**src/rtl/fr_pkg.sv**
```systemverilog
package fr_pkg;
    localparam int NUM_FLT = 4;
    localparam int NUM_ACT = 5;
    localparam int NUM_RST = 2;

    typedef enum int {
        ACT_CLAMP = 0,
        ACT_IRQ   = 1,
        ACT_HALT  = 2,
        ACT_RST0  = 3
    } act_idx_e;

    typedef logic [NUM_FLT-1:0]         flt_vec_t;
    typedef logic [NUM_ACT-1:0]         act_vec_t;
    typedef logic [NUM_FLT*NUM_ACT-1:0] matrix_t;

    typedef struct packed {
        flt_vec_t live;
        flt_vec_t onset;
        logic     outage_start;
        logic     outage_on;
    } flt_state_t;

    function automatic act_vec_t route(flt_vec_t live, matrix_t mtx);
        act_vec_t acc = '0;
        for (int f = 0; f < NUM_FLT; f++) begin
            if (live[f]) acc = acc | mtx[f*NUM_ACT +: NUM_ACT];
        end
        return acc;
    endfunction

    function automatic int unsigned ones(flt_vec_t v);
        int unsigned n = 0;
        for (int f = 0; f < NUM_FLT; f++) n = n + int'(v[f]);
        return n;
    endfunction
endpackage

```
**src/rtl/fr_matrix.sv**
```systemverilog
module fr_matrix
    import fr_pkg::*;
(
    input  logic       clk_i,
    input  logic       rst_i,
    input  flt_vec_t   fault_i,
    input  flt_vec_t   mask_i,
    input  matrix_t    map_i,
    output flt_state_t st_o,
    output act_vec_t   act_now_o,
    output act_vec_t   act_q_o
);
    flt_vec_t live;
    flt_vec_t live_q;
    act_vec_t act_q;

    assign live      = fault_i & ~mask_i;
    assign act_now_o = route(live, map_i);
    assign act_q_o   = act_q;

    always_comb begin
        st_o.live         = live;
        st_o.onset        = live & ~live_q;
        st_o.outage_on    = |live;
        st_o.outage_start = (|live) && !(|live_q);
    end

    always_ff @(posedge clk_i) begin
        if (rst_i) begin
            live_q <= '0;
            act_q  <= '0;
        end else begin
            live_q <= live;
            act_q  <= act_now_o;
        end
    end
endmodule

```
**src/rtl/fr_event_log.sv**
```systemverilog
module fr_event_log
    import fr_pkg::*;
#(
    parameter int TIM_W = 24,
    parameter int CNT_W = 32
) (
    input  logic             clk_i,
    input  logic             rst_i,
    input  flt_state_t       st_i,
    input  logic             tick_us_i,
    output logic [TIM_W-1:0] timer_o,
    output logic [CNT_W-1:0] count_o,
    output flt_vec_t         last_o
);
    localparam logic [TIM_W-1:0] TIM_MAX = '1;

    logic [CNT_W:0] cnt_sum;

    assign cnt_sum = {1'b0, count_o} + (CNT_W+1)'(ones(st_i.onset));

    always_ff @(posedge clk_i) begin
        if (rst_i) begin
            timer_o <= '0;
            count_o <= '0;
            last_o  <= '0;
        end else begin
            count_o <= cnt_sum[CNT_W] ? '1 : cnt_sum[CNT_W-1:0];
            if (st_i.outage_start) begin
                timer_o <= '0;
                last_o  <= st_i.live;
            end else if (st_i.outage_on) begin
                last_o <= last_o | st_i.live;
                if (tick_us_i && timer_o != TIM_MAX) timer_o <= timer_o + 1'b1;
            end
        end
    end
endmodule

```
**src/rtl/fr_reset_pulse.sv**
```systemverilog
module fr_reset_pulse #(
    parameter int LEN_W = 8
) (
    input  logic             clk_i,
    input  logic             rst_i,
    input  logic             req_now_i,
    input  logic             req_q_i,
    input  logic [LEN_W-1:0] len_i,
    input  logic             tick_i,
    output logic             pulse_o
);
    logic [LEN_W-1:0] remain;

    always_ff @(posedge clk_i) begin
        if (rst_i)                            remain <= '0;
        else if (req_q_i && !req_now_i)       remain <= len_i;
        else if (req_now_i)                   remain <= '0;
        else if (tick_i && remain != '0)      remain <= remain - 1'b1;
    end

    assign pulse_o = (remain != '0);
endmodule

```
**src/rtl/fault_resp_unit.sv**
```systemverilog
module fault_resp_unit
    import fr_pkg::*;
#(
    parameter int TIM_W = 24,
    parameter int CNT_W = 32,
    parameter int LEN_W = 8
) (
    input  logic                       clk_i,
    input  logic                       rst_i,
    input  logic [NUM_FLT-1:0]         fault_i,
    input  logic [NUM_FLT-1:0]         mask_i,
    input  logic [NUM_FLT*NUM_ACT-1:0] map_i,
    input  logic                       tick_us_i,
    input  logic                       tick_slow_i,
    input  logic [LEN_W-1:0]           rst_len0_i,
    input  logic [LEN_W-1:0]           rst_len1_i,
    output logic                       clamp_n_o,
    output logic                       irq_o,
    output logic                       halt_o,
    output logic [NUM_RST-1:0]         sys_rst_o,
    output logic [TIM_W-1:0]           offline_time_o,
    output logic [CNT_W-1:0]           event_cnt_o,
    output logic [NUM_FLT-1:0]         last_faults_o
);
    flt_state_t       st;
    act_vec_t         act_now;
    act_vec_t         act_q;
    logic [LEN_W-1:0] lens [NUM_RST];

    assign lens[0] = rst_len0_i;
    assign lens[1] = rst_len1_i;

    fr_matrix u_matrix (
        .clk_i     (clk_i),
        .rst_i     (rst_i),
        .fault_i   (fault_i),
        .mask_i    (mask_i),
        .map_i     (map_i),
        .st_o      (st),
        .act_now_o (act_now),
        .act_q_o   (act_q)
    );

    fr_event_log #(.TIM_W(TIM_W), .CNT_W(CNT_W)) u_log (
        .clk_i     (clk_i),
        .rst_i     (rst_i),
        .st_i      (st),
        .tick_us_i (tick_us_i),
        .timer_o   (offline_time_o),
        .count_o   (event_cnt_o),
        .last_o    (last_faults_o)
    );

    for (genvar k = 0; k < NUM_RST; k++) begin : g_rst
        fr_reset_pulse #(.LEN_W(LEN_W)) u_pulse (
            .clk_i     (clk_i),
            .rst_i     (rst_i),
            .req_now_i (act_now[int'(ACT_RST0) + k]),
            .req_q_i   (act_q[int'(ACT_RST0) + k]),
            .len_i     (lens[k]),
            .tick_i    (tick_slow_i),
            .pulse_o   (sys_rst_o[k])
        );
    end

    assign clamp_n_o = ~act_q[ACT_CLAMP];
    assign irq_o     = act_q[ACT_IRQ];
    assign halt_o    = act_q[ACT_HALT];
endmodule

```
**config.mk**
```make
export PLATFORM = sky130hd
export DESIGN_NAME = fault_resp_unit
export DESIGN_NICKNAME = d
export VERILOG_FILES = /design/src/rtl/fr_pkg.sv /design/src/rtl/fr_matrix.sv /design/src/rtl/fr_event_log.sv /design/src/rtl/fr_reset_pulse.sv /design/src/rtl/fault_resp_unit.sv
export SDC_FILE = /design/constraint.sdc
export NUM_CORES = 1
export LEC_CHECK = 0
export BUFFER_PORTS_ARGS = -buffer_cell sky130_fd_sc_hd__buf_2
export CORE_UTILIZATION = 48
export DETAILED_ROUTE_END_ITERATION = 10
export PLACE_DENSITY = 0.72
export SKIP_CTS_REPAIR_TIMING = 1
export SYNTH_ARGS = -nofsm -noshare
export SYNTH_HDL_FRONTEND = slang
export SYNTH_SLANG_ARGS = --single-unit
```
**constraint.sdc**
```tcl
create_clock -name clk_i -period 4 [get_ports clk_i]
set_input_delay 1.2 -clock clk_i [delete_from_list [all_inputs] [get_ports clk_i]]
set_output_delay 1.2 -clock clk_i [all_outputs]
set_load 0.03 [all_outputs]
```
==> results of run 1 <==
cell usage in the layout (no fill, tap or decap), types with 14 or more instances in the layout:
cell type | synthesis | routed
a21oi_1 | 58 | 58
dfxtp_1 | 85 | 85
or3_1 | 14 | 14
xnor2_1 | 21 | 21
nand2_1 | 26 | 26
o21ai_0 | 18 | 18
xor2_1 | 16 | 16
nand3_1 | 15 | 15
inv_1 | 16 | 16
nand4_1 | 19 | 19
nor2_1 | 36 | 35
buf_2 | 7 | 112
worst max-delay path by stage:
stage	from	cells past startpoint	to	slack [ps]
after floorplan	mask_i[1]	15	u_log.count_o[20]$_SDFF_PP0_	4
after global placement	mask_i[0]	14	u_log.count_o[26]$_SDFF_PP0_	-100
after detailed placement	mask_i[0]	13	u_log.count_o[11]$_SDFF_PP0_	-200
after CTS	mask_i[0]	14	u_log.count_o[26]$_SDFF_PP0_	160
after global routing	mask_i[0]	14	u_log.count_o[26]$_SDFF_PP0_	-20
final	mask_i[0]	14	u_log.count_o[18]$_SDFF_PP0_	230
kinds of logic (layout without fill, tap and decap cells):
kind of cell	after synthesis	after routing	synth area share
AND/OR/NAND/NOR	189	189	0.247
AO/OA/AOI/OAI	133	133	0.193
flip-flops	85	85	0.390
buffers and inverters	40	155	0.0407
XOR/XNOR	37	37	0.0743
adder cells (fa/ha/maj)	12	12	0.0379
multiplexers	7	7	0.0166
other	0	1	0
through the flow:
| step | power [mW] | setup TNS, ps |
|---|---|---|
| after CTS | 1.95 | 0 |
| after global routing | 2.03 | -22.1 |
| after detailed placement | 1.31 | -5420 |
| after global placement | 1.30 | -2330 |
| after floorplan | 1.22 | 0 |
| final | 1.93 | 0 |
critical path, cell delays in order:
cell and delay [ps]:
buf_2 110, nand2b_1 170, nor2_1 120, ha_1 260
fa_1 410, ha_1 310, inv_1 60, fa_1 440
nor2b_2 160, o2111ai_1 120, buf_4 190, nor3_1 210
xnor2_1 140, a21oi_1 80
final cells by class:
cell class / count / area [um2]
repair buffers: 122 / 636
flip-flops and latches: 85 / 1700
diodes: 1 / 2.50
fillers: 801 / 3510
clock buffers: 10 / 138
multi-input cells: 378 / 2510
inverters: 17 / 63.8
clock inverters: 6 / 71.3
well taps: 108 / 135
flip-flops by register name (all words and copies together) (netlist names):
signal                count
u_log.timer_o            24
u_log.last_o              4
u_matrix.live_q           4
g_rst.u_pulse.remain     16
u_log.count_o            32
u_matrix.act_q_o          5
routing by layer:
layer	GRT usage	routed length [um]	up-vias
li1	-	-	2063
met1	0.294	4780	1965
met2	0.393	5440	110
met3	0.0353	576	12
met4	0.0724	116	2
met5	0	10	-
power by group through the flow:
stage                     Sequential [mW]  Clock, mW  Combinational [mW]
after floorplan                     0.953          0               0.263
after global placement              0.934          0               0.365
after detailed placement            0.936          0               0.373
after CTS                           0.916      0.657               0.375
after global routing                0.923      0.688               0.417
final                               0.917      0.637               0.374
cells in the mapped netlist, types with 8 or more instances:
cell type and count:
ha_1 10, or3_1 14, a211oi_1 9, and3_1 10, dfxtp_1 85, clkbuf_1 12, xor2_1 16, nor2_1 36
o21ai_0 18, inv_1 16, nand4_1 19, a22oi_1 8, nand3_1 15, xnor2_1 21, nand2_1 26, nor3_1 11
a21oi_1 58
==> flow_summary.yaml, run 1 <==
outcome:
  status: "completed"
cells_and_area:
  post-route-util: 0.600
  area_growth_pct: 20.5
  final_cell_area_um2: 5260
  layout.nets: 673
  fin_cells: 727
  drive_gt1_frac: 0.269
pwr:
  clockPowerShare: 0.331
  power.density_nw_per_um2: 367
  seqPwrFrac: 0.475
  pwr-share-comb: 0.194
  switching_share: 0.300
  p_int_mw: 1.35
  ir_worst_vdd_uv: 180
  leakage_nw: 2.20
  netSwitchingPower_mw: 0.579
worst_setup_path:
  path_max_fanout: 7
  r2r-start: "u_matrix.live_q[0]$_SDFF_PP0_"
  cp_data_arrival_time_ps: 3970
  ff2ff_path_depth: 12
  r2r_end: "u_log.count_o[18]$_SDFF_PP0_"
  end_kind: "flip-flop"
  startpoint_type: "input port"
  required_ps: 4200
  critical_path_class: "in2reg"
  reg2reg_slack_ps: 1040
timing:
  max_freq_mhz: 265
  setup_slack_ps: 229
  slew-limit-headroom: 0.405
  min_period_over_period: 0.943
  min_period_ps: 3770
  hold_violations: 0
  setup_viol: 0
  worst_pin_slew_ps: 892
  slew_violations: 0
  hold_ws_ps: 456
  clock_skew_ps: 12.2
detailed_routing:
  vias: 4152
  drt_iter0_drc: 160
  wirelength_mm: 10.9
  via_per_inst: 5.71
  ant_nets: 0
  drtPass1Iterations: 4
  drc: 0
  post_drt_wl_per_cell_um: 15.0
run:
  drv_cap: 0
clocking:
  numCtsBuffers: 9
  max-clock-path-buffers: 2
  root_buffer: "clkbuf_8"
  tritoncts: "built"
  cts_sinks: 85
  clk_pin_slew_ps: 90
  clock_latency_ps: 350
  cts_htree_levels: 3
global_route:
  grt_pass1_vias: 3806
  grt_usage: 0.229
  antenna_found_initial: 1
  overflow: 0
  grt_pass1_wl_mm: 17.8
  grt_max_degree: 49
floorplanning:
  die_w_um: 97.3
  die_h_um: 97.3
  row_count: 34
  pin_count: 113
  die_area_um2: 9470
  coreArea_um2: 8760
  initial_utilization: 0.498
synthesis:
  synth_edf_count: 0
  post_synth.cell_area_avg_um2: 8.67
  yosys.area.top_type_share: 0.390
  syn-cell-area_um2: 4360
  synth_cell_types: 63
  syn_nets: 563
  async_flop_share: 0
  ys_seq_area_frac: 0.390
  synth_area_leaders: "dfxtp_1, a21oi_1, xnor2_1"
  ys_seq_elements: 85
  synth_ff_type: "dfxtp_1"
  yosys.area.top_type: "dfxtp_1"
  synthesis.instances: 503
  yosysWarningCount: 0
placed_design:
  dp_hpwl_mm: 7.87
  place_ws_ps: -201
  placed_cell_area_um2: 5020
  port_buffers: 112
  routabilityCongestion: 0.818
  dp_cells: 710
hold_path:
  hp-start: "u_log.last_o[1]$_SDFFE_PP0P_"
  min_path_type: "reg2reg"
  whs_path_depth: 1
  min_to: "u_log.last_o[1]$_SDFFE_PP0P_"
(Power assumes the default switching activity.)
==> run 2, diff against run 1 <==
- CORE_UTILIZATION: 48 -> 44
- PLACE_DENSITY: 0.72 -> 0.67
==> run 2 against run 1 <==
Critical path depth unchanged. Worst setup slack got worse by 6.7 ps. Die area increased by 8.9%. Routed wire length increased by 2.7%. Flip-flop and latch count unchanged. Sequential power about the same. Register-to-register slack got worse by 50 ps. Design area decreased by 0.45%. Non-clock buffer count unchanged. Largest cell class unchanged.
==> flow_summary.yaml, run 2 (synthesized netlist as in run 1, its figures left out) <==
worst_setup_path:
  r2r-start: "u_matrix.live_q[0]$_SDFF_PP0_"
  startpoint_type: "input port"
  cp_data_arrival_time_ps: 3990
  required_ps: 4210
  end_kind: "flip-flop"
  path_max_fanout: 7
  critical_path_class: "in2reg"
  reg2reg_slack_ps: 990
  r2r_end: "u_log.count_o[26]$_SDFF_PP0_"
  ff2ff_path_depth: 12
  path_cells: "buf_2 -> nand2b_1 -> nor2_1 -> ha_1 -> fa_1 -> ha_1 -> inv_1 -> fa_1 -> nor2b_1 -> o2111ai_1 -> buf_4 -> nor4_1 -> xnor2_1 -> a21oi_1"
  slowest_delay_ps: 430
  slowest_stage: "fa_1"
placed_design:
  port_buffers: 112
  dp_hpwl_mm: 8.34
  place_ws_ps: -179
  routabilityCongestion: 0.859
hold_path:
  hp-start: "u_log.last_o[3]$_SDFFE_PP0P_"
  min_to: "u_log.last_o[3]$_SDFFE_PP0P_"
  min_path_type: "reg2reg"
  whs_path_depth: 1
global_route:
  grt_pass1_wl_mm: 18.2
  grt_usage: 0.226
  grt_pass1_vias: 3908
  grt_max_degree: 49
  antenna_found_initial: 0
  overflow: 0
cells_and_area:
  regArea_um2: 1700
  final_common_cell: "buf_2"
  top_regs: "u_log.count_o (32), u_log.timer_o (24), g_rst.u_pulse.remain (16)"
  multi_input_area_um2: 2490
  drive_gt1_frac: 0.262
  fillers: 898
  largest_reg_flops: 32
  area_growth_pct: 20.0
  regMostFlops: "u_log.count_o"
  mostFrequentLayoutCells: "buf_2, dfxtp_1, a21oi_1"
  n_antenna_cell: 0
  layout.nets: 673
detailed_routing:
  drtPass1Iterations: 4
  drt_iter0_drc: 93
  vias: 4122
  post_drt_wl_per_cell_um: 15.0
  ant_nets: 0
  via_per_inst: 5.52
  wirelength_mm: 11.2
  drc: 0
floorplanning:
  pin_count: 113
  die_area_um2: 10300
  coreArea_um2: 9420
  row_count: 35
  die_h_um: 102
  die_w_um: 102
  initial_utilization: 0.463
clocking:
  clock_latency_ps: 360
  clk_pin_slew_ps: 90
  cts_sinks: 85
  tritoncts: "built"
  max-clock-path-buffers: 2
  root_buffer: "clkbuf_8"
  cts_htree_levels: 3
  numCtsBuffers: 9
pwr:
  leakage_nw: 2.21
  ir_worst_vdd_uv: 133
  power.density_nw_per_um2: 357
timing:
  min_period_ps: 3780
  setup-tns-final_ps: 0
  worst_pin_slew_ps: 858
  setup_viol: 0
  setup_slack_ps: 222
  grt_setup_unrepaired: "no"
  max_freq_mhz: 265
  min_period_over_period: 0.944
  slew-limit-headroom: 0.428
  clock_skew_ps: 11.2
  hold_violations: 0
  slew_violations: 0
outcome:
  status: "completed"
run:
  drv_cap: 0
==> run 2: final cells by class <==
type	instances	share of cell area
multi-input combinational	378	0.475
sequential	85	0.325
timing repair buffer	122	0.121
tap	129	0.0308
clock buffer	10	0.0263
inverter	17	0.0122
clock inverter	6	0.00885
==> run 2: worst max-delay path, delay by kind of cell <==
kind / cells / cell delay, ps
xor gates and xnor gates: 1 / 160
and+or+nand+nor: 4 / 670
AOI/OAI and AO/OA: 2 / 210
adders and majority gates: 4 / 1400
buffers and inverters: 3 / 340
==> run 2: where the power goes <==
| part | switching, mW | internal [mW] | total (mW) | leakage (nW) |
|---|---|---|---|---|
| Clock | 0.331 | 0.247 | 0.578 | 0.0893 |
| Sequential | 0.0375 | 0.883 | 0.920 | 0.690 |
| Combinational | 0.217 | 0.155 | 0.372 | 1.43 |
| Total | 0.586 | 1.28 | 1.87 | 2.21 |
==> run 2: stage by stage <==
step	hold slack, ps	power [mW]	cell area [um2]	std cells	utilization
floorplan	532	1.22	4370	503	-
global placement	437	1.30	5050	731	0.536
detailed placement	440	1.31	5050	731	0.536
CTS	459	1.89	5230	747	0.556
global route	473	1.97	5230	747	0.556
finish	457	1.87	5230	747	0.556
==> run 2: worst max path at each step <==
| stage | startpoint | endpoint | slack [ps] | cells after the start |
|---|---|---|---|---|
| floorplan | mask_i[1] | u_log.count_o[20]$_SDFF_PP0_ | 4 | 15 |
| global placement | mask_i[1] | u_log.count_o[26]$_SDFF_PP0_ | -80 | 14 |
| CTS | mask_i[1] | u_log.count_o[26]$_SDFF_PP0_ | 200 | 14 |
| global route | mask_i[1] | u_log.count_o[24]$_SDFF_PP0_ | 7 | 14 |
| detailed placement | mask_i[1] | u_log.count_o[26]$_SDFF_PP0_ | -180 | 14 |
| finish | mask_i[1] | u_log.count_o[26]$_SDFF_PP0_ | 220 | 14 |
==> run 2: metal layers <==
| metal | GRT usage | share of wire |
|---|---|---|
| met1 | 0.288 | 0.45 |
| met2 | 0.366 | 0.47 |
| met3 | 0.0476 | 0.056 |
| met4 | 0.100 | 0.024 |
| met5 | 0 | 0 |
